File: config.mk
export PLATFORM = sky130hd
export DESIGN_NAME = cmpmon_top
export DESIGN_NICKNAME = d
export VERILOG_FILES = /design/src/rtl/cmpmon_pkg.sv /design/src/rtl/cmpmon_unit.sv /design/src/rtl/cmpmon_pair.sv /design/src/rtl/cmpmon_top.sv
export SDC_FILE = /design/constraint.sdc
export NUM_CORES = 1
export LEC_CHECK = 0
export ABC_AREA = 1
export CORE_AREA = 2 2 97 99
export DETAILED_ROUTE_END_ITERATION = 10
export DIE_AREA = 0 0 99 101
export PLACE_DENSITY = 0.87
export SYNTH_ARGS = -nofsm -noshare
export SYNTH_HDL_FRONTEND = slang
export SYNTH_HIERARCHICAL = 1
export SYNTH_SLANG_ARGS = --single-unit
File: constraint.sdc
create_clock -name clk -period 3.04 [get_ports clk]
set_clock_uncertainty 0.1 [all_clocks]
set_input_delay 0.456 -clock clk [delete_from_list [all_inputs] [get_ports clk]]
set_output_delay 0.456 -clock clk [all_outputs]
set_load 0.02 [all_outputs]
File: src/rtl/cmpmon_pkg.sv
package cmpmon_pkg;

  // Condition encoding shared by the units and the bench.
  typedef enum logic {
    CMP_LT = 1'b0,
    CMP_GE = 1'b1
  } cmp_cond_e;

  // Default geometry of the monitor.
  localparam int unsigned DEF_UNITS  = 4;
  localparam int unsigned DEF_SLOTS  = 19;
  localparam int unsigned DEF_SLOT_W = 5;
  localparam int unsigned DEF_DATA_W = 12;
  localparam int unsigned DEF_MCNT_W = 4;

endpackage

File: src/rtl/cmpmon_unit.sv
module cmpmon_unit
  import cmpmon_pkg::*;
#(
  parameter int unsigned NUM_SLOTS = DEF_SLOTS,
  parameter int unsigned SLOT_W    = DEF_SLOT_W,
  parameter int unsigned DATA_W    = DEF_DATA_W,
  parameter int unsigned MCNT_W    = DEF_MCNT_W
) (
  input  logic              clk,
  input  logic              rst_n,
  input  logic              cfg_en,
  input  logic              cfg_cond,
  input  logic [SLOT_W-1:0] cfg_slot,
  input  logic [DATA_W-1:0] cfg_thr,
  input  logic [MCNT_W-1:0] cfg_mcnt,
  input  logic              in_valid,
  input  logic [SLOT_W-1:0] in_slot,
  input  logic [DATA_W-1:0] in_data,
  output logic              hit,
  output logic              sat
);

  localparam int unsigned RUN_W = MCNT_W + 1;
  localparam logic [RUN_W-1:0] RUN_MAX = RUN_W'(1 << MCNT_W);
  localparam logic [SLOT_W:0]  SLOT_LIM = (SLOT_W+1)'(NUM_SLOTS);

  logic [RUN_W-1:0] run_q, run_d, need;
  logic             slot_ok, sel, pass;

  always_comb begin
    slot_ok = ({1'b0, in_slot} < SLOT_LIM);
    sel     = cfg_en & in_valid & slot_ok & (in_slot == cfg_slot);
    if (cmp_cond_e'(cfg_cond) == CMP_GE) pass = (in_data >= cfg_thr);
    else                                 pass = (in_data <  cfg_thr);
    need = {1'b0, cfg_mcnt} + RUN_W'(1);
    run_d = run_q;
    if (!cfg_en) begin
      run_d = '0;
    end else if (sel) begin
      if (!pass)                run_d = '0;
      else if (run_q < RUN_MAX) run_d = run_q + RUN_W'(1);
    end
    sat = (run_d >= need);
    hit = sel & pass & sat;
  end

  always_ff @(posedge clk or negedge rst_n) begin
    if (!rst_n) run_q <= '0;
    else        run_q <= run_d;
  end

endmodule

File: src/rtl/cmpmon_pair.sv
module cmpmon_pair
  import cmpmon_pkg::*;
#(
  parameter int unsigned NUM_SLOTS = DEF_SLOTS,
  parameter int unsigned SLOT_W    = DEF_SLOT_W,
  parameter int unsigned DATA_W    = DEF_DATA_W,
  parameter int unsigned MCNT_W    = DEF_MCNT_W
) (
  input  logic                clk,
  input  logic                rst_n,
  input  logic                win,
  input  logic [1:0]          cfg_en,
  input  logic [1:0]          cfg_cond,
  input  logic [2*SLOT_W-1:0] cfg_slot,
  input  logic [2*DATA_W-1:0] cfg_thr,
  input  logic [2*MCNT_W-1:0] cfg_mcnt,
  input  logic                in_valid,
  input  logic [SLOT_W-1:0]   in_slot,
  input  logic [DATA_W-1:0]   in_data,
  input  logic [1:0]          clr,
  output logic [1:0]          flag
);

  logic [1:0] hit, sat, set;
  logic [1:0] flag_q;

  for (genvar u = 0; u < 2; u++) begin : g_unit
    cmpmon_unit #(
      .NUM_SLOTS(NUM_SLOTS), .SLOT_W(SLOT_W),
      .DATA_W(DATA_W), .MCNT_W(MCNT_W)
    ) u_unit (
      .clk      (clk),
      .rst_n    (rst_n),
      .cfg_en   (cfg_en[u]),
      .cfg_cond (cfg_cond[u]),
      .cfg_slot (cfg_slot[u*SLOT_W +: SLOT_W]),
      .cfg_thr  (cfg_thr[u*DATA_W +: DATA_W]),
      .cfg_mcnt (cfg_mcnt[u*MCNT_W +: MCNT_W]),
      .in_valid (in_valid),
      .in_slot  (in_slot),
      .in_data  (in_data),
      .hit      (hit[u]),
      .sat      (sat[u])
    );
  end

  // Window: lower flag needs both runs complete after a result touched
  // either unit; the upper flag is parked.
  always_comb begin
    if (win) begin
      set[0] = (hit[0] | hit[1]) & sat[0] & sat[1];
      set[1] = 1'b0;
    end else begin
      set = hit;
    end
  end

  always_ff @(posedge clk or negedge rst_n) begin
    if (!rst_n) flag_q <= '0;
    else        flag_q <= (flag_q & ~clr) | set;
  end

  assign flag = flag_q;

endmodule

File: src/rtl/cmpmon_top.sv
module cmpmon_top
  import cmpmon_pkg::*;
#(
  parameter int unsigned NUM_UNITS = DEF_UNITS,
  parameter int unsigned NUM_SLOTS = DEF_SLOTS,
  parameter int unsigned SLOT_W    = DEF_SLOT_W,
  parameter int unsigned DATA_W    = DEF_DATA_W,
  parameter int unsigned MCNT_W    = DEF_MCNT_W,
  localparam int unsigned NUM_PAIRS = NUM_UNITS / 2
) (
  input  logic                        clk,
  input  logic                        rst_n,
  input  logic                        res_valid,
  output logic                        res_ready,
  input  logic [SLOT_W-1:0]           res_slot,
  input  logic [DATA_W-1:0]           res_data,
  input  logic [NUM_UNITS-1:0]        cfg_en,
  input  logic [NUM_UNITS-1:0]        cfg_cond,
  input  logic [NUM_UNITS-1:0]        cfg_ie,
  input  logic [NUM_PAIRS-1:0]        cfg_pair_win,
  input  logic [NUM_UNITS*SLOT_W-1:0] cfg_slot,
  input  logic [NUM_UNITS*DATA_W-1:0] cfg_thr,
  input  logic [NUM_UNITS*MCNT_W-1:0] cfg_mcnt,
  input  logic [NUM_UNITS-1:0]        flag_clr,
  output logic [NUM_UNITS-1:0]        cmp_flag,
  output logic                        cmp_irq
);

  for (genvar p = 0; p < NUM_PAIRS; p++) begin : g_pair
    cmpmon_pair #(
      .NUM_SLOTS(NUM_SLOTS), .SLOT_W(SLOT_W),
      .DATA_W(DATA_W), .MCNT_W(MCNT_W)
    ) u_pair (
      .clk      (clk),
      .rst_n    (rst_n),
      .win      (cfg_pair_win[p]),
      .cfg_en   (cfg_en[2*p +: 2]),
      .cfg_cond (cfg_cond[2*p +: 2]),
      .cfg_slot (cfg_slot[2*p*SLOT_W +: 2*SLOT_W]),
      .cfg_thr  (cfg_thr[2*p*DATA_W +: 2*DATA_W]),
      .cfg_mcnt (cfg_mcnt[2*p*MCNT_W +: 2*MCNT_W]),
      .in_valid (res_valid),
      .in_slot  (res_slot),
      .in_data  (res_data),
      .clr      (flag_clr[2*p +: 2]),
      .flag     (cmp_flag[2*p +: 2])
    );
  end

  assign res_ready = 1'b1;
  assign cmp_irq   = |(cmp_flag & cfg_ie);

endmodule

; After elaboration in Yosys (flattened, before gate mapping)
; Cells that the tools add are included.
[word_totals]
out_inout_bits = 6
in_bits = 122
register_bits = 24
elab_cells = 91
[classes]
mux = 22
n_reduce_logical = 1
eq_ne = 4
n_lt_le_gt_ge = 17
bitwise_logic = 33
add_sub_neg = 8
[ops]
columns = cell, n
row1 = $mux 5, 16
row2 = $ge 12x12->1, 4
row3 = $lt 12x12->1, 4
row4 = $lt 5x5->1 const B, 5
row5 = $and 1x1->1, 24
row6 = $add 4x1->5 const B, 4
row7 = $add 5x1->5 const B, 4
row8 = $eq 5x5->1, 4
row9 = $ge 5x5->1, 4
row10 = $and 2x2->2, 2
row11 = $and 4x4->4, 1
row12 = $mux 1, 4
row13 = $mux 2, 2
row14 = $not 2->2, 2
row15 = $or 2x2->2, 2
row16 = $reduce_or 4->1, 1
row17 = $or 1x1->1, 2

; Depth between registers and ports, before layout
; Gate-level depths: netlist of run 1.
[depth]
depth_word = 12
ltp_mapped = 24
mapped_depth_nobuf = 24

; Cells and area by module
; Netlist of run 1, hierarchy kept.
[by_module_without_submodules]
columns = module, seq_area_each_um2, area_each_um2, instances, cells_each
row1 = cmpmon_unit, 125.1, 1011.0, 4, 166
row2 = cmpmon_pair, 50.0, 100.1, 2, 15
row3 = cmpmon_top, 0.0, 45.0, 1, 11

; Least setup slack after synthesis of run 1
; OpenSTA, ideal clock, no wires.
[synth_path]
kind = input port to flip-flop
start = input cfg_thr[23]
end = register g_pair[0].u_pair.flag_q[0]
t_required_ns = 2.824
arrival_time_ns = 2.456
path_buffers = 0
path_slack_ns = 0.367
setup_ns = 0.116
stages = 21
cell_sequence = inv_1 > ha_1 > nand2_1 > nor2_2 > nand2_1 > o21ai_1 > nand3_1 > nand3_2 > nand2_2 > nor2_1 > ha_1 > nand2_1 > inv_1 > nand3_1 > o221ai_1 > a21oi_1 > nor2_1 > nand2_1 > nand2_1 > nand2_1 > nand2_1
[synth_between]
elab_chain_len = 12
elab_cells_between_ends = 14
cone_classes = order compare: 3 / mux: 5 / bitwise: 6
[synth_lines]
columns = element, line
row1 = start: declaration, cmpmon_top.sv:22  ; input logic [NUM_UNITS*DATA_W-1:0] cfg_thr,
row2 = $lt 12x12->1 / $ge 12x12->1 (equally long branches), "cmpmon_unit.sv:34, cmpmon_unit.sv:33"
row3 = $mux 1 (*), cmpmon_unit.sv:33  ; if (cmp_cond_e'(cfg_cond) == CMP_GE) pass = (in_data >= cfg_thr);
row4 = $mux 5 (*), cmpmon_unit.sv:40  ; if (!pass) run_d = '0;
row5 = $mux 5 (*), cmpmon_unit.sv:39  ; end else if (sel) begin
row6 = $mux 5 (*), cmpmon_unit.sv:37  ; if (!cfg_en) begin
row7 = net g_pair[0].u_pair.g_unit[1].u_unit.run_d[4], cmpmon_unit.sv:27  ; logic [RUN_W-1:0] run_q, run_d, need;
row8 = $ge 5x5->1 (*), cmpmon_unit.sv:43  ; sat = (run_d >= need);
row9 = $and 1x1->1 (*), cmpmon_unit.sv:44  ; hit = sel & pass & sat;
row10 = net g_pair[0].u_pair.hit[1], cmpmon_pair.sv:24  ; logic [1:0] hit, sat, set;
row11 = $or 1x1->1 (*), cmpmon_pair.sv:51  ; set[0] = (hit[0] | hit[1]) & sat[0] & sat[1];
row12 = $and 1x1->1 (*) (2 in a row), cmpmon_pair.sv:51
row13 = $mux 2 (*), cmpmon_pair.sv:50  ; if (win) begin
row14 = $or 2x2->2 (*), cmpmon_pair.sv:60  ; else flag_q <= (flag_q & ~clr) | set;
row15 = end signal: assignment, cmpmon_pair.sv:60
row16 = end: declaration, cmpmon_pair.sv:25  ; logic [1:0] flag_q;
; Mark *: on every way through the listed nets, which the timed path passes. The rest lies on a longest branch.

; Worst setup path after layout of run 1
[layout_path]
start = input cfg_thr[2]
end = register g_pair[0].u_pair.flag_q[0]
[layout_between]
elab_chain_len = 12
elab_cells_between_ends = 14
cone_classes = order compare: 3 / mux: 5 / bitwise: 6
[layout_lines]
columns = element, line
row1 = $lt 12x12->1 / $ge 12x12->1 (equally long branches), "cmpmon_unit.sv:34, cmpmon_unit.sv:33"
row2 = $mux 1 (*), cmpmon_unit.sv:33
row3 = $mux 5 (*), cmpmon_unit.sv:40
row4 = $mux 5 (*), cmpmon_unit.sv:39
row5 = $mux 5 (*), cmpmon_unit.sv:37
row6 = net g_pair[0].u_pair.g_unit[0].u_unit.run_d[4], cmpmon_unit.sv:27
row7 = $ge 5x5->1 (*), cmpmon_unit.sv:43
row8 = $and 1x1->1 (*), cmpmon_unit.sv:44
row9 = net g_pair[0].u_pair.hit[0], cmpmon_pair.sv:24
row10 = $or 1x1->1, cmpmon_pair.sv:51
row11 = $and 1x1->1 (2 in a row), cmpmon_pair.sv:51
row12 = $mux 2 (*), cmpmon_pair.sv:50
row13 = $or 2x2->2 (*), cmpmon_pair.sv:60
; Marked as above.

==> run_summary.xml, run 1 <==
<?xml version="1.0" encoding="UTF-8"?>
<metrics>
  <group name="status">
    <metric name="outcome" unit="">finished with violations</metric>
    <metric name="failed_checks" unit="">negative setup slack</metric>
  </group>
  <group name="floorplanning">
    <metric name="core.rowCount" unit="">35</metric>
    <metric name="core-area" unit="sq mm">0.008977</metric>
    <metric name="chipWidth" unit="um">99</metric>
    <metric name="floorplan.initialDensity" unit="%">47.78</metric>
    <metric name="design.die.area" unit="sq mm">0.009999</metric>
    <metric name="ios" unit="">128</metric>
    <metric name="die_h" unit="um">101</metric>
  </group>
  <group name="synthesis">
    <metric name="synth_seq_area_share" unit="%">14.00</metric>
    <metric name="syn_area_per_cell" unit="sq um">6.084</metric>
    <metric name="syn-instance-count" unit="">705</metric>
    <metric name="synth.lib_cells_used.distinct" unit="">26</metric>
    <metric name="yosys_register_bits" unit="">24</metric>
    <metric name="synthesis.area" unit="sq mm">0.004289</metric>
    <metric name="synthesis.nets" unit="">903</metric>
    <metric name="synth-warning-count" unit="">6</metric>
  </group>
  <group name="power">
    <metric name="totalPowerFinal" unit="uW">1382</metric>
    <metric name="logic_gate_share_of_total_power" unit="%">60.1</metric>
    <metric name="switchingPower" unit="uW">549.9</metric>
    <metric name="power-per-cell-area" unit="mW/mm^2">185.8</metric>
    <metric name="p_leak" unit="uW">0.003834</metric>
    <metric name="netSwitchingFraction" unit="%">39.80</metric>
    <metric name="p_clk_share" unit="%">16.8</metric>
    <metric name="intPower" unit="uW">831.8</metric>
    <metric name="max-vdd-ir-drop" unit="mV">0.1831</metric>
    <metric name="share_seq_of_total_power" unit="%">23.2</metric>
  </group>
  <group name="worst_hold_path">
    <metric name="holdCritStartpoint" unit="">g_pair[1].u_pair/flag[0]</metric>
    <metric name="holdCritPathClass" unit="">reg2reg</metric>
    <metric name="worst_hold_path.endpoint" unit="">g_pair[1].u_pair/flag[0]</metric>
    <metric name="hold_path_depth" unit="">2</metric>
  </group>
  <group name="finish">
    <metric name="antenna-diode-count" unit="">0</metric>
    <metric name="nets" unit="">1083</metric>
    <metric name="drive_above_1_share" unit="%">35.75</metric>
    <metric name="areaGrowthSynthToFinish" unit="%">73.42</metric>
    <metric name="fin_area" unit="sq mm">0.007438</metric>
  </group>
  <group name="sta">
    <metric name="final_period_minus_worst_setup_slack" unit="ns">3.047</metric>
    <metric name="fmaxAchievable" unit="GHz">0.3282</metric>
    <metric name="finalWorstSetupSlack" unit="ns">-0.006563</metric>
    <metric name="finalHoldViolCount" unit="">0</metric>
    <metric name="final.period_utilization" unit="%">100.2</metric>
    <metric name="finish_stage_setup_viols" unit="">1</metric>
    <metric name="max_slew_violation_count" unit="">0</metric>
  </group>
  <group name="worst_setup_path">
    <metric name="cp_data_arrival_time" unit="ns">3.17</metric>
    <metric name="startpoint_type" unit="">input port</metric>
    <metric name="regToRegEndpoint" unit="">g_pair[0].u_pair/flag[0]</metric>
    <metric name="r2r.worst_path.cells" unit="">15</metric>
    <metric name="cp.required" unit="ns">3.16</metric>
    <metric name="timing.critical_path.fanout_max" unit="">4</metric>
    <metric name="r2r_setup_slack" unit="ns">0.56</metric>
    <metric name="r2r_start" unit="">g_pair[0].u_pair/g_unit[1].u_unit/run_q[1]</metric>
    <metric name="type_of_destination_of_the_critical_path" unit="">flip-flop</metric>
    <metric name="path_class" unit="">in2reg</metric>
  </group>
  <group name="detailed_routing">
    <metric name="via_count" unit="">5498</metric>
    <metric name="wire_length_per_cell_after_detailed_routing" unit="um">17.08</metric>
    <metric name="drtIter0Drc" unit="">298</metric>
    <metric name="first_pass_iters" unit="">7</metric>
    <metric name="routed_via_density" unit="">5.526</metric>
    <metric name="ant_nets" unit="">0</metric>
    <metric name="drcViolationCount" unit="">0</metric>
    <metric name="finalWirelength" unit="um">17000</metric>
  </group>
  <group name="global_routing">
    <metric name="grt_util_all_layers" unit="%">25.27</metric>
    <metric name="vias_in_the_first_global_route" unit="">4865</metric>
    <metric name="grt_max_degree" unit="">25</metric>
    <metric name="remaining_global_route_overflow" unit="">0</metric>
    <metric name="grt_antenna_before_repair" unit="">0</metric>
    <metric name="grt_first_pass_wirelength" unit="um">20920</metric>
  </group>
  <group name="clock_tree">
    <metric name="clock_transition_at_the_registers_of_the_reported_paths" unit="ns">0.10</metric>
    <metric name="h-tree-depth" unit="">1</metric>
    <metric name="clock_sinks" unit="">24</metric>
    <metric name="clk-insertion-delay-late" unit="ns">0.27</metric>
    <metric name="cts_root_buf" unit="">sky130_fd_sc_hd__clkbuf_8</metric>
    <metric name="clk_path_buf_depth" unit="">2</metric>
    <metric name="tritoncts_clock_tree" unit="">yes</metric>
    <metric name="cts_made_buffers" unit="">3</metric>
    <metric name="cts_hold_buf" unit="">0</metric>
  </group>
  <group name="flow_run">
    <metric name="max_cap_violations" unit="">0</metric>
  </group>
  <group name="place">
    <metric name="post_dp_cell_area" unit="sq mm">0.005947</metric>
    <metric name="hpwlAfterDp" unit="um">9412</metric>
    <metric name="routabilityCongestion" unit="">0.8744</metric>
    <metric name="buffer_ports.inserted" unit="">126</metric>
  </group>
</metrics>
[registers in the layout (all words and copies together) (netlist names)]
name and count:
g_pair.u_pair/flag 4, g_pair.u_pair/g_unit.u_unit/run_q 20
[critical path, stage by stage]
cell                              delay, ns
sky130_fd_sc_hd__clkdlybuf4s50_1       0.48
sky130_fd_sc_hd__inv_1                 0.06
sky130_fd_sc_hd__ha_1                  0.28
sky130_fd_sc_hd__nand2_1               0.07
sky130_fd_sc_hd__inv_2                 0.04
sky130_fd_sc_hd__nand2_1               0.05
sky130_fd_sc_hd__nand2_1               0.06
sky130_fd_sc_hd__nand2_2               0.10
sky130_fd_sc_hd__nand3_2               0.08
sky130_fd_sc_hd__nand2_2               0.12
sky130_fd_sc_hd__nand3_4               0.10
sky130_fd_sc_hd__nand2_8               0.12
sky130_fd_sc_hd__nor2_4                0.05
sky130_fd_sc_hd__ha_4                  0.31
sky130_fd_sc_hd__nand2_4               0.05
sky130_fd_sc_hd__inv_2                 0.06
sky130_fd_sc_hd__nand3_2               0.07
sky130_fd_sc_hd__o221ai_2              0.21
sky130_fd_sc_hd__a21oi_2               0.07
sky130_fd_sc_hd__nor2_1                0.09
sky130_fd_sc_hd__inv_1                 0.04
sky130_fd_sc_hd__nand2_1               0.05
sky130_fd_sc_hd__nand2_1               0.05
sky130_fd_sc_hd__nand2_1               0.05
[layer usage]
layer	up-vias	global-route usage (%)	part of all wire [%]
li1	2568	-	-
met1	2531	31.84	37
met2	318	45.53	50
met3	81	2.774	7.5
met4	0	7.165	5.1
met5	-	0	0
[worst max-delay path by stage]
stage	from	to	slack, ns
floorplan	cfg_thr[23]	g_pair[0].u_pair/flag[0]	0.37
global placement	res_data[11]	g_pair[0].u_pair/flag[0]	-0.45
detailed placement	res_data[11]	g_pair[0].u_pair/flag[0]	-0.52
CTS	cfg_thr[9]	g_pair[0].u_pair/flag[0]	-0.004
global route	cfg_thr[2]	g_pair[0].u_pair/flag[0]	-0.17
finish	cfg_thr[2]	g_pair[0].u_pair/flag[0]	-0.007
[through the flow]
| step | setup slack (ns) | instances | setup TNS (ns) | hold slack [ns] | utilization, % |
|---|---|---|---|---|---|
| final | -0.006563 | 995 | -0.006563 | 0.4276 | 82.86 |
| after floorplan | 0.3673 | 705 | 0 | 0.06041 | - |
| after detailed placement | -0.5237 | 973 | -1.830 | 0.4064 | 66.24 |
| after global routing | -0.1725 | 995 | -0.2803 | 0.4554 | 82.86 |
| after CTS | -0.003799 | 980 | -0.003799 | 0.4282 | 70.63 |
| after global placement | -0.4522 | 973 | -1.589 | 0.3998 | 66.24 |
[power by group through the flow]
stage,combinational [uW],clock [uW],sequential [uW]
after floorplan,278,0,326
after global placement,551,0,326
after detailed placement,564,0,326
after CTS,602,227,320
after global routing,890,244,320
final,830,232,320
[cell type report]
| class | count | area (sq um) |
|---|---|---|
| Clock buffer | 4 | 55.05 |
| Timing Repair Buffer | 176 | 1749 |
| Multi-Input combinational cell | 514 | 4272 |
| Inverter | 166 | 623.1 |
| Tap cell | 111 | 138.9 |
| Sequential cell | 24 | 600.6 |
| Fill cell | 479 | 1539 |
[timing repair]
item,in CTS,in global routing
cloned,0,1
gates resized for setup,70,237
buffers inserted,3,14
pin swaps,33,137
hold endpoints to repair,0,0
setup endpoints to repair,4,4
[cells by family after synthesis]
| logic type | Yosys count | synth area share [%] |
|---|---|---|
| AND/OR/NAND/NOR | 359 | 38.07 |
| AO/OA/AOI/OAI | 66 | 8.518 |
| XOR/XNOR | 12 | 2.450 |
| flip-flops | 24 | 14.00 |
| adder cells (fa/ha/maj) | 76 | 22.17 |
| other | 1 | 0.08743 |
| buffers and inverters | 167 | 14.70 |
[placed cells by master, fill, tap and decap left out, types with 5 or more instances in the layout]
master,synthesis,routed
sky130_fd_sc_hd__a21oi_1,40,13
sky130_fd_sc_hd__a21oi_2,4,29
sky130_fd_sc_hd__buf_4,1,45
sky130_fd_sc_hd__clkbuf_2,0,7
sky130_fd_sc_hd__clkdlybuf4s50_1,0,76
sky130_fd_sc_hd__clkinv_1,8,8
sky130_fd_sc_hd__dfrtp_1,24,24
sky130_fd_sc_hd__dlymetal6s2s_1,0,40
sky130_fd_sc_hd__ha_1,76,30
sky130_fd_sc_hd__ha_4,0,46
sky130_fd_sc_hd__inv_1,154,117
sky130_fd_sc_hd__inv_2,4,41
sky130_fd_sc_hd__nand2_1,207,164
sky130_fd_sc_hd__nand2_2,24,49
sky130_fd_sc_hd__nand2_4,0,15
sky130_fd_sc_hd__nand3_1,48,29
sky130_fd_sc_hd__nand3_2,4,18
sky130_fd_sc_hd__nand3_4,0,5
sky130_fd_sc_hd__nand4_1,12,12
sky130_fd_sc_hd__nor2_1,28,14
sky130_fd_sc_hd__nor2_2,16,13
sky130_fd_sc_hd__nor2_4,4,21
sky130_fd_sc_hd__nor3_1,8,7
sky130_fd_sc_hd__o21ai_0,6,6
sky130_fd_sc_hd__xnor2_1,8,8
[synthesized netlist by cell type]
master	instances	area (sq um)
sky130_fd_sc_hd__nor2_2	16	100.1
sky130_fd_sc_hd__nor2_1	28	105.1
sky130_fd_sc_hd__nor2_4	4	45.04
sky130_fd_sc_hd__dfrtp_1	24	600.6
sky130_fd_sc_hd__nand4_1	12	75.07
sky130_fd_sc_hd__o21ai_0	6	30.03
sky130_fd_sc_hd__clkinv_1	8	30.03
sky130_fd_sc_hd__nand2_2	24	150.1
sky130_fd_sc_hd__and2_4	4	35.03
sky130_fd_sc_hd__o221ai_1	4	35.03
sky130_fd_sc_hd__nand3_1	48	240.2
sky130_fd_sc_hd__xor2_1	4	35.03
sky130_fd_sc_hd__conb_1	1	3.750
sky130_fd_sc_hd__nand3_2	4	40.04
sky130_fd_sc_hd__xnor2_1	8	70.07
sky130_fd_sc_hd__inv_2	4	15.01
sky130_fd_sc_hd__nand2_1	207	777.0
sky130_fd_sc_hd__o21ai_1	8	40.04
sky130_fd_sc_hd__o22ai_1	4	25.02
sky130_fd_sc_hd__ha_1	76	950.9
sky130_fd_sc_hd__inv_1	154	578.1
sky130_fd_sc_hd__a21oi_2	4	35.03
sky130_fd_sc_hd__buf_4	1	7.510
sky130_fd_sc_hd__and3_1	4	25.02
sky130_fd_sc_hd__a21oi_1	40	200.2
sky130_fd_sc_hd__nor3_1	8	40.04
Note: power is estimated with default switching activity, not from simulation.
==> run 2: changes to the inputs <==
--- a/config.mk
+++ b/config.mk
@@ -6,10 +6,10 @@
 export NUM_CORES = 1
 export LEC_CHECK = 0
 export ABC_AREA = 1
-export CORE_AREA = 2 2 97 99
+export CORE_AREA = 2 2 93 95
 export DETAILED_ROUTE_END_ITERATION = 10
-export DIE_AREA = 0 0 99 101
-export PLACE_DENSITY = 0.87
+export DIE_AREA = 0 0 95 97
+export PLACE_DENSITY = 0.94
 export SYNTH_ARGS = -nofsm -noshare
 export SYNTH_HDL_FRONTEND = slang
 export SYNTH_HIERARCHICAL = 1
==> constraint.sdc (replaced) <==
create_clock -name clk -period 3.6 [get_ports clk]
set_clock_uncertainty 0.1 [all_clocks]
set_input_delay 0.54 -clock clk [delete_from_list [all_inputs] [get_ports clk]]
set_output_delay 0.54 -clock clk [all_outputs]
set_load 0.02 [all_outputs]
==> run 2 against run 1 <==
Net effect: the run now ends clean; final area decreased by 22%; register-to-register slack better by 0.62 ns; clock-buffer cell count is 1 lower; wire length fell by 29%; sequential share of layout area up 2.2 points; critical endpoint is now g_pair[1].u_pair/flag[0]; largest cell class unchanged; largest power group unchanged; highest routed layer unchanged.
==> run_summary.xml, run 2 (synthesized netlist as in run 1, its figures left out) <==
<?xml version="1.0" encoding="UTF-8"?>
<metrics>
  <group name="finish">
    <metric name="final_cell_mix" unit="">207 x sky130_fd_sc_hd__nand2_1, 154 x sky130_fd_sc_hd__inv_1, 122 x sky130_fd_sc_hd__clkdlybuf4s50_1, 75 x sky130_fd_sc_hd__ha_1, 48 x sky130_fd_sc_hd__nand3_1</metric>
    <metric name="max_flop_register" unit="">g_pair.u_pair/g_unit.u_unit/run_q</metric>
    <metric name="layout_commonest_cell" unit="">sky130_fd_sc_hd__nand2_1</metric>
    <metric name="antenna-diode-count" unit="">0</metric>
    <metric name="multi_input_logic_area" unit="sq mm">0.003082</metric>
    <metric name="drive_above_1_share" unit="%">8.473</metric>
    <metric name="nets" unit="">1037</metric>
    <metric name="areaGrowthSynthToFinish" unit="%">35.74</metric>
    <metric name="final_core_utilization" unit="%">71.57</metric>
    <metric name="sequential_cell_area" unit="sq um">600.6</metric>
    <metric name="number_of_flip_flops_in_the_largest_register" unit="">20</metric>
    <metric name="nFillCells" unit="">624</metric>
  </group>
  <group name="worst_setup_path">
    <metric name="r2r.worst_path.cells" unit="">15</metric>
    <metric name="cp.required" unit="ns">3.67</metric>
    <metric name="cp-endpoint" unit="">g_pair[1].u_pair/flag[0]</metric>
    <metric name="startpoint_type" unit="">input port</metric>
    <metric name="r2r_start" unit="">g_pair[0].u_pair/g_unit[0].u_unit/run_q[1]</metric>
    <metric name="cp_data_arrival_time" unit="ns">3.44</metric>
    <metric name="path_class" unit="">in2reg</metric>
    <metric name="timing.critical_path.fanout_max" unit="">4</metric>
    <metric name="r2r_setup_slack" unit="ns">1.18</metric>
    <metric name="type_of_destination_of_the_critical_path" unit="">flip-flop</metric>
    <metric name="worstSetupStartpoint" unit="">res_data[7]</metric>
    <metric name="regToRegEndpoint" unit="">g_pair[0].u_pair/flag[0]</metric>
  </group>
  <group name="detailed_routing">
    <metric name="drtIter0Drc" unit="">219</metric>
    <metric name="drcViolationCount" unit="">0</metric>
    <metric name="ant_nets" unit="">0</metric>
    <metric name="via_count" unit="">4716</metric>
    <metric name="first_pass_iters" unit="">5</metric>
    <metric name="wire_length_per_cell_after_detailed_routing" unit="um">12.76</metric>
    <metric name="routed_via_density" unit="">5.001</metric>
    <metric name="finalWirelength" unit="um">12030</metric>
  </group>
  <group name="global_routing">
    <metric name="top_usage_layer" unit="">met2</metric>
    <metric name="grt_util_all_layers" unit="%">26.07</metric>
    <metric name="vias_in_the_first_global_route" unit="">4697</metric>
    <metric name="grt_first_pass_wirelength" unit="um">19780</metric>
    <metric name="globalRouteMet3Util" unit="%">2.570</metric>
    <metric name="globalRouteMet2Util" unit="%">47.03</metric>
    <metric name="remaining_global_route_overflow" unit="">0</metric>
    <metric name="grt_max_degree" unit="">25</metric>
    <metric name="grt_antenna_before_repair" unit="">0</metric>
    <metric name="grt.met1_usage" unit="%">32.21</metric>
  </group>
  <group name="place">
    <metric name="buffer_ports.inserted" unit="">126</metric>
    <metric name="routabilityCongestion" unit="">0.9182</metric>
    <metric name="hpwlAfterDp" unit="um">10180</metric>
    <metric name="dpl_worst_slack" unit="ns">-0.03422</metric>
  </group>
  <group name="sta">
    <metric name="finalWorstSetupSlack" unit="ns">0.2291</metric>
    <metric name="max_slew_violation_count" unit="">0</metric>
    <metric name="finalHoldViolCount" unit="">0</metric>
    <metric name="finish_stage_setup_viols" unit="">0</metric>
    <metric name="fmaxAchievable" unit="GHz">0.2967</metric>
    <metric name="final.period_utilization" unit="%">93.64</metric>
    <metric name="final_period_minus_worst_setup_slack" unit="ns">3.371</metric>
    <metric name="totalNegativeSetupSlack" unit="ns">0</metric>
  </group>
  <group name="power">
    <metric name="totalPowerFinal" unit="uW">988.5</metric>
    <metric name="netSwitchingFraction" unit="%">33.94</metric>
    <metric name="p_clk_share" unit="%">24.7</metric>
    <metric name="max-vdd-ir-drop" unit="mV">0.1753</metric>
    <metric name="intPower" unit="uW">653.0</metric>
    <metric name="logic_gate_share_of_total_power" unit="%">48.0</metric>
    <metric name="share_seq_of_total_power" unit="%">27.3</metric>
    <metric name="p_leak" unit="uW">0.003179</metric>
    <metric name="power-per-cell-area" unit="mW/mm^2">169.8</metric>
    <metric name="switchingPower" unit="uW">335.6</metric>
  </group>
  <group name="floorplanning">
    <metric name="design.die.area" unit="sq mm">0.009215</metric>
    <metric name="core-area" unit="sq mm">0.008134</metric>
    <metric name="core.rowCount" unit="">33</metric>
    <metric name="floorplan.initialDensity" unit="%">52.73</metric>
    <metric name="ios" unit="">128</metric>
    <metric name="die_h" unit="um">97</metric>
    <metric name="chipWidth" unit="um">95</metric>
  </group>
  <group name="clock_tree">
    <metric name="cts_hold_buf" unit="">0</metric>
    <metric name="postCtsSetupBuffers" unit="">0</metric>
    <metric name="cts_root_buf" unit="">sky130_fd_sc_hd__clkbuf_8</metric>
    <metric name="cts_made_buffers" unit="">3</metric>
    <metric name="clk-insertion-delay-late" unit="ns">0.27</metric>
    <metric name="h-tree-depth" unit="">1</metric>
    <metric name="clock_sinks" unit="">24</metric>
    <metric name="tritoncts_clock_tree" unit="">yes</metric>
    <metric name="cts_resized" unit="">0</metric>
    <metric name="clk_path_buf_depth" unit="">2</metric>
    <metric name="clock_transition_at_the_registers_of_the_reported_paths" unit="ns">0.10</metric>
  </group>
  <group name="flow_run">
    <metric name="max_cap_violations" unit="">0</metric>
  </group>
  <group name="status">
    <metric name="outcome" unit="">complete, no violations</metric>
  </group>
  <group name="worst_hold_path">
    <metric name="holdCritPathClass" unit="">reg2reg</metric>
    <metric name="holdCritStartpoint" unit="">g_pair[1].u_pair/flag[0]</metric>
    <metric name="hold_path_depth" unit="">2</metric>
  </group>
</metrics>
==> run 2: changes by cell type in the layout (fill, tap and decap cells not counted), moves of 24 or more <==
cell                              before  now
sky130_fd_sc_hd__clkdlybuf4s50_1      76  122
sky130_fd_sc_hd__ha_1                 30   75
sky130_fd_sc_hd__ha_4                 46    1
sky130_fd_sc_hd__nand2_1             164  207
sky130_fd_sc_hd__buf_4                45    3
sky130_fd_sc_hd__inv_1               117  154
sky130_fd_sc_hd__inv_2                41    4
sky130_fd_sc_hd__dlymetal6s2s_1       40    4
sky130_fd_sc_hd__a21oi_1              13   39
sky130_fd_sc_hd__nand2_2              49   24
sky130_fd_sc_hd__a21oi_2              29    5
==> run 2: critical path, cell delays in order <==
cell and delay [ns]:
sky130_fd_sc_hd__clkdlybuf4s50_1 0.58, sky130_fd_sc_hd__ha_1 0.29, sky130_fd_sc_hd__a21oi_1 0.21, sky130_fd_sc_hd__nand2_1 0.10, sky130_fd_sc_hd__a21oi_1 0.13, sky130_fd_sc_hd__nand3_1 0.12, sky130_fd_sc_hd__nand3_2 0.11, sky130_fd_sc_hd__nand2_2 0.09
sky130_fd_sc_hd__nor2_1 0.20, sky130_fd_sc_hd__ha_1 0.28, sky130_fd_sc_hd__nand2_1 0.09, sky130_fd_sc_hd__inv_1 0.04, sky130_fd_sc_hd__nand3_1 0.06, sky130_fd_sc_hd__o221ai_1 0.10, sky130_fd_sc_hd__a21oi_1 0.20, sky130_fd_sc_hd__nor2_1 0.09
sky130_fd_sc_hd__nand2_1 0.07, sky130_fd_sc_hd__nand2_1 0.05, sky130_fd_sc_hd__nand2_1 0.05, sky130_fd_sc_hd__nand2_1 0.04
==> run 2: cell type report <==
class                   instances  area share, %
flip-flops and latches         24          10.32
clock buffers                   3         0.7092
inverters                     166          10.70
repair buffers                130          22.57
clock inverters                 1         0.5158
well taps                     105          2.257
multi-input cells             514          52.93
==> run 2: per-stage QoR <==
step	cells	hold slack (ns)	instance area (sq um)
2_1_floorplan	705	0.1444	4289
3_3_place_gp	939	0.4051	5717
3_5_place_dp	939	0.4079	5717
4_1_cts	943	0.4345	5788
5_1_grt	943	0.4660	5822
6_report	943	0.4299	5822
==> run 2: routing by layer <==
metal / vias up / share of wire (%)
li1: 2471 / -
met3: 29 / 5.7
met5: - / 0
met4: 0 / 2.2
met2: 146 / 50
met1: 2070 / 42
==> run 2: power groups by stage <==
stage               clock, uW  sequential (uW)  combinational (uW)
CTS                       246              270                 467
floorplan                   0              276                 235
global placement            0              276                 448
finish                    244              270                 475
global route              259              270                 533
detailed placement          0              276                 464
==> run 2: worst min-delay path by stage <==
stage,to,slack (ns)
floorplan,g_pair[0].u_pair/flag[0],0.14
global placement,g_pair[1].u_pair/flag[0],0.41
detailed placement,g_pair[1].u_pair/flag[0],0.41
CTS,g_pair[1].u_pair/flag[0],0.43
global route,g_pair[1].u_pair/flag[0],0.47
finish,g_pair[1].u_pair/flag[0],0.43
==> run 3: changes to the inputs <==
--- a/config.mk
+++ b/config.mk
@@ -10,6 +10,7 @@
 export DETAILED_ROUTE_END_ITERATION = 10
 export DIE_AREA = 0 0 95 97
 export PLACE_DENSITY = 0.94
+export SLEW_MARGIN = 25
 export SYNTH_ARGS = -nofsm -noshare
 export SYNTH_HDL_FRONTEND = slang
 export SYNTH_HIERARCHICAL = 1
==> results of run 3 <==
The final DEF is identical to that of run 2; final timing and power are the same.
